`config.mk`:
```
export PLATFORM = sky130hd
export DESIGN_NAME = sqrt_csla
export DESIGN_NICKNAME = d
export VERILOG_FILES = /design/src/rtl/sqrt_csla_pkg.sv /design/src/rtl/csla_ripple.sv /design/src/rtl/csla_excess_one.sv /design/src/rtl/csla_group.sv /design/src/rtl/sqrt_csla.sv
export SDC_FILE = /design/constraint.sdc
export NUM_CORES = 1
export LEC_CHECK = 0
export ABC_AREA = 1
export CAP_MARGIN = 10
export CORE_MARGIN = 2
export CORE_UTILIZATION = 40
export DETAILED_ROUTE_END_ITERATION = 12
export GPL_TIMING_DRIVEN = 0
export PLACE_DENSITY = 0.83
export SYNTH_ARGS = -nofsm -noshare
export SYNTH_HDL_FRONTEND = slang
export SYNTH_SLANG_ARGS = --single-unit
export TNS_END_PERCENT = 1
```
`constraint.sdc`:
```
create_clock -name vclk -period 4.43
set_input_delay 0.443 -clock vclk [all_inputs]
set_output_delay 0.443 -clock vclk [all_outputs]
set_load 0.02 [all_outputs]
```
`src/rtl/sqrt_csla_pkg.sv`:
```
package sqrt_csla_pkg;

    // Width of the lowest slice; every later slice grows by one bit.
    localparam int BASE_SLICE_W = 2;

    function automatic int nominal_w(input int g);
        return (g == 0) ? BASE_SLICE_W : g + 1;
    endfunction

    // Start bit of slice g for a word of width w.
    function automatic int grp_lo(input int w, input int g);
        int lo;
        lo = 0;
        for (int i = 0; i < g; i++) begin
            lo += nominal_w(i);
        end
        return (lo > w) ? w : lo;
    endfunction

    // Width of slice g; the top slice is clipped to the bits left.
    function automatic int grp_w(input int w, input int g);
        int room;
        room = w - grp_lo(w, g);
        return (nominal_w(g) < room) ? nominal_w(g) : room;
    endfunction

    function automatic int num_groups(input int w);
        int n;
        int lo;
        n  = 0;
        lo = 0;
        while (lo < w) begin
            lo += nominal_w(n);
            n++;
        end
        return n;
    endfunction

endpackage

```
`src/rtl/csla_ripple.sv`:
```
module csla_ripple #(
    parameter int N = 2
) (
    input  logic [N-1:0] a,
    input  logic [N-1:0] b,
    input  logic         ci,
    output logic [N-1:0] s,
    output logic         co
);
    logic [N:0] c;

    assign c[0] = ci;

    for (genvar i = 0; i < N; i++) begin : g_bit
        logic p;
        assign p      = a[i] ^ b[i];
        assign s[i]   = p ^ c[i];
        assign c[i+1] = (a[i] & b[i]) | (p & c[i]);
    end

    assign co = c[N];
endmodule

```
`src/rtl/csla_excess_one.sv`:
```
module csla_excess_one #(
    parameter int M = 4
) (
    input  logic [M-1:0] p,
    output logic [M-1:0] q,
    output logic         cy
);
    // run[i] is the AND of p[i-1:0]; it decides whether bit i flips.
    logic [M:0] run;

    assign run[0] = 1'b1;

    for (genvar i = 0; i < M; i++) begin : g_bit
        assign q[i]     = p[i] ^ run[i];
        assign run[i+1] = run[i] & p[i];
    end

    assign cy = run[M];
endmodule

```
`src/rtl/csla_group.sv`:
```
module csla_group #(
    parameter int N = 3
) (
    input  logic [N-1:0] a,
    input  logic [N-1:0] b,
    input  logic         sel,
    output logic [N-1:0] s,
    output logic         co,
    output logic [N-1:0] z_s,
    output logic         z_co,
    output logic [N-1:0] x_s,
    output logic         x_co,
    output logic         x_cy
);
    csla_ripple #(.N(N)) u_rca0 (
        .a  (a),
        .b  (b),
        .ci (1'b0),
        .s  (z_s),
        .co (z_co)
    );

    csla_excess_one #(.M(N + 1)) u_inc (
        .p  ({z_co, z_s}),
        .q  ({x_co, x_s}),
        .cy (x_cy)
    );

    assign s  = sel ? x_s  : z_s;
    assign co = sel ? x_co : z_co;
endmodule

```
`src/rtl/sqrt_csla.sv`:
```
module sqrt_csla
    import sqrt_csla_pkg::*;
#(
    parameter int WIDTH = 16
) (
    input  logic [WIDTH-1:0] a,
    input  logic [WIDTH-1:0] b,
    input  logic             cin,
    output logic [WIDTH-1:0] sum,
    output logic             cout
);
    localparam int NGRP = num_groups(WIDTH);

    logic [NGRP:0]    gcar;
    logic [WIDTH-1:0] rc_sum;
    logic [WIDTH-1:0] inc_sum;
    logic [NGRP-1:0]  rc_co;
    logic [NGRP-1:0]  inc_co;
    logic [NGRP-1:0]  inc_ovf;

    assign gcar[0] = cin;

    for (genvar g = 0; g < NGRP; g++) begin : g_slice
        localparam int LO = grp_lo(WIDTH, g);
        localparam int GW = grp_w(WIDTH, g);

        if (g == 0) begin : g_base
            csla_ripple #(.N(GW)) u_rca (
                .a  (a[LO +: GW]),
                .b  (b[LO +: GW]),
                .ci (gcar[0]),
                .s  (sum[LO +: GW]),
                .co (gcar[1])
            );
            assign rc_sum[LO +: GW]  = sum[LO +: GW];
            assign inc_sum[LO +: GW] = '0;
            assign rc_co[0]          = gcar[1];
            assign inc_co[0]         = 1'b0;
            assign inc_ovf[0]        = 1'b0;
        end else begin : g_sel
            csla_group #(.N(GW)) u_grp (
                .a    (a[LO +: GW]),
                .b    (b[LO +: GW]),
                .sel  (gcar[g]),
                .s    (sum[LO +: GW]),
                .co   (gcar[g+1]),
                .z_s  (rc_sum[LO +: GW]),
                .z_co (rc_co[g]),
                .x_s  (inc_sum[LO +: GW]),
                .x_co (inc_co[g]),
                .x_cy (inc_ovf[g])
            );
        end
    end

    assign cout = gcar[NGRP];
endmodule

```
==> reports/metrics.cfg <==
[outcome]
status=finished, final reports clean

[layout]
antenna_cells=0
seq_area_um2=0
fill_cells=165
nFlopsAndLatches=0
clock_buffers=0
areaGrowthSynthToFinish_pct=61.7
nNetsFinal=217
drive_above_1_share=0.0705
multi_input_area_um2=749
post-route-util=0.699
final_cells=183
stdcell_area_um2=1400

[die]
coreArea_um2=2000
dieWidth_um=50.5
initial_utilization=0.432
fp.dieArea_um2=2550
ios=50
die_h_um=50.5
rows=16

[flow_run]
drv_cap=0

[global_routing]
antenna_found_initial=0
grt_usage=0.165
grt_pass1_vias=881
grt-ovfl-total=0
grt_max_degree=8
grt_first_pass_wirelength_mm=3.41

[logic_synthesis]
avgSynthCellArea_um2=8.17
ys_types=17
synth.largest_area_cell=fa_1
synth_top_area_share=0.277
synthCells=106
ys_top_cells_by_count=inv_1 (31), nand2_1 (15), ha_1 (14), nand3_1 (14), fa_1 (12)
netlist_area_um2=866
synth_area_leaders=fa_1 (28%), ha_1 (20%), inv_1 (13%), nand3_1 (8.1%), nand2_1 (6.5%)
ys_seq_area_frac=0
ys_warn_count=0
synth_nets=165
yosysMostFrequentCell=inv_1

[detailed_routing]
via_count=844
wirelength_mm=1.86
via_per_inst=4.61
ant_nets=0
drc=0
first_iter_violations=7
routedWlPerCell_um=10.2
dr.pass1.iters=4

[clock_tree]
cts-resized-gates=0
postCtsSetupBuffers=0
holdBufCountCts=0

[power]
power_leakage_nw=0.713
switchingPower_uw=170
power.share.switching=0.509
p_comb_frac=1.000
power.internal_uw=163
power.density_nw_per_um2=238
clkPwrFrac=0
pwr-share-seq=0
vdd_drop_max_uv=161

[timing]
max_slew_margin=0.834
worst_slew_pin_slew_ns=0.249
rsz0062_at_grt=no
min_period_ns=4.17
setup_viol=0
hold_violations=0
tns_ns=0
max_freq_mhz=240
timing.final.crit_share=0.942
final-max-slew-violation-count=0

[setup_path]
worstSetupStartpointType=input port
arrival_ns=3.73
worstSetupStartpoint=a[11]
critical_path_class=in2out
required_ns=3.99
end_kind=primary output
cp_max_fo=2

[placement]
numPortBuffers=50
place_area_um2=1400
dp_cells=183
routabilityCongestion=0.723
hpwl_mm=1.74

[min_path]
hold_start=cin
hold_path_class=in2out

[power by group through the flow]
stage | registers (mW) | clock network [mW] | logic, mW
CTS | 0 | 0 | 0.338
detailed placement | 0 | 0 | 0.336
global route | 0 | 0 | 0.368
finish | 0 | 0 | 0.333
floorplan | 0 | 0 | 0.195
global placement | 0 | 0 | 0.327
[kinds of logic (layout without fill, tap and decap cells)]
family	Yosys count	in the layout	share of synthesized area
xor gates and xnor gates	5	5	0.0506
buffers and inverters	31	81	0.134
and+or+nand+nor	40	40	0.298
adders and majority gates	26	26	0.480
muxes	2	2	0.0260
AOI/OAI and AO/OA	2	2	0.0115
[cells in the final DEF, fill, tap and decap left out]
cell type,Yosys,routed
clkdlybuf4s50_1,0,50
inv_1,31,31
nand2_1,15,15
nand3_1,14,14
ha_1,14,14
fa_1,12,12
nand3_2,3,3
nand2_4,3,3
xnor2_1,3,3
nand2_8,2,2
xor2_1,2,2
nand2_2,1,1
nand3_4,1,1
nor2_1,1,1
a21oi_1,1,1
mux2_1,1,1
mux2_2,1,1
o21ai_0,1,1
[final cells by class]
cell class,instances,share of cell area
multi-input cells,75,0.535
repair buffers,50,0.357
inverters,31,0.0831
well taps,27,0.0241
[worst paths after layout]
check | slack, ns | cells past startpoint | to
worst min-delay path | 2.05 | 5 | sum[0]
worst max-delay path | 0.26 | 13 | cout
[worst max-delay path, stage by stage]
cell	delay [ns]
clkdlybuf4s50_1	0.46
ha_1	0.16
fa_1	0.16
inv_1	0.05
fa_1	0.37
fa_1	0.40
fa_1	0.49
inv_1	0.05
ha_1	0.20
xnor2_1	0.14
nand3_1	0.09
nand2_1	0.08
clkdlybuf4s50_1	0.63
[metrics by stage]
| step | power, mW | setup slack, ns | hold WS (ns) |
|---|---|---|---|
| 2_1_floorplan | 0.195 | 1.38 | 1.14 |
| 3_3_place_gp | 0.327 | 0.344 | 2.06 |
| 3_5_place_dp | 0.336 | 0.233 | 2.06 |
| 4_1_cts | 0.338 | 0.236 | 2.07 |
| 5_1_grt | 0.368 | 0.102 | 2.09 |
| 6_report | 0.333 | 0.256 | 2.05 |
[routing by layer]
metal  global-route usage  up-vias  part of all wire
met2                0.329       37              0.51
met4               0.0405        0             0.030
met1                0.180      376              0.38
met3               0.0208        6             0.086
li1                     -      425                 -
met5                    0        -                 0
Power figures use the tool's default switching activity.
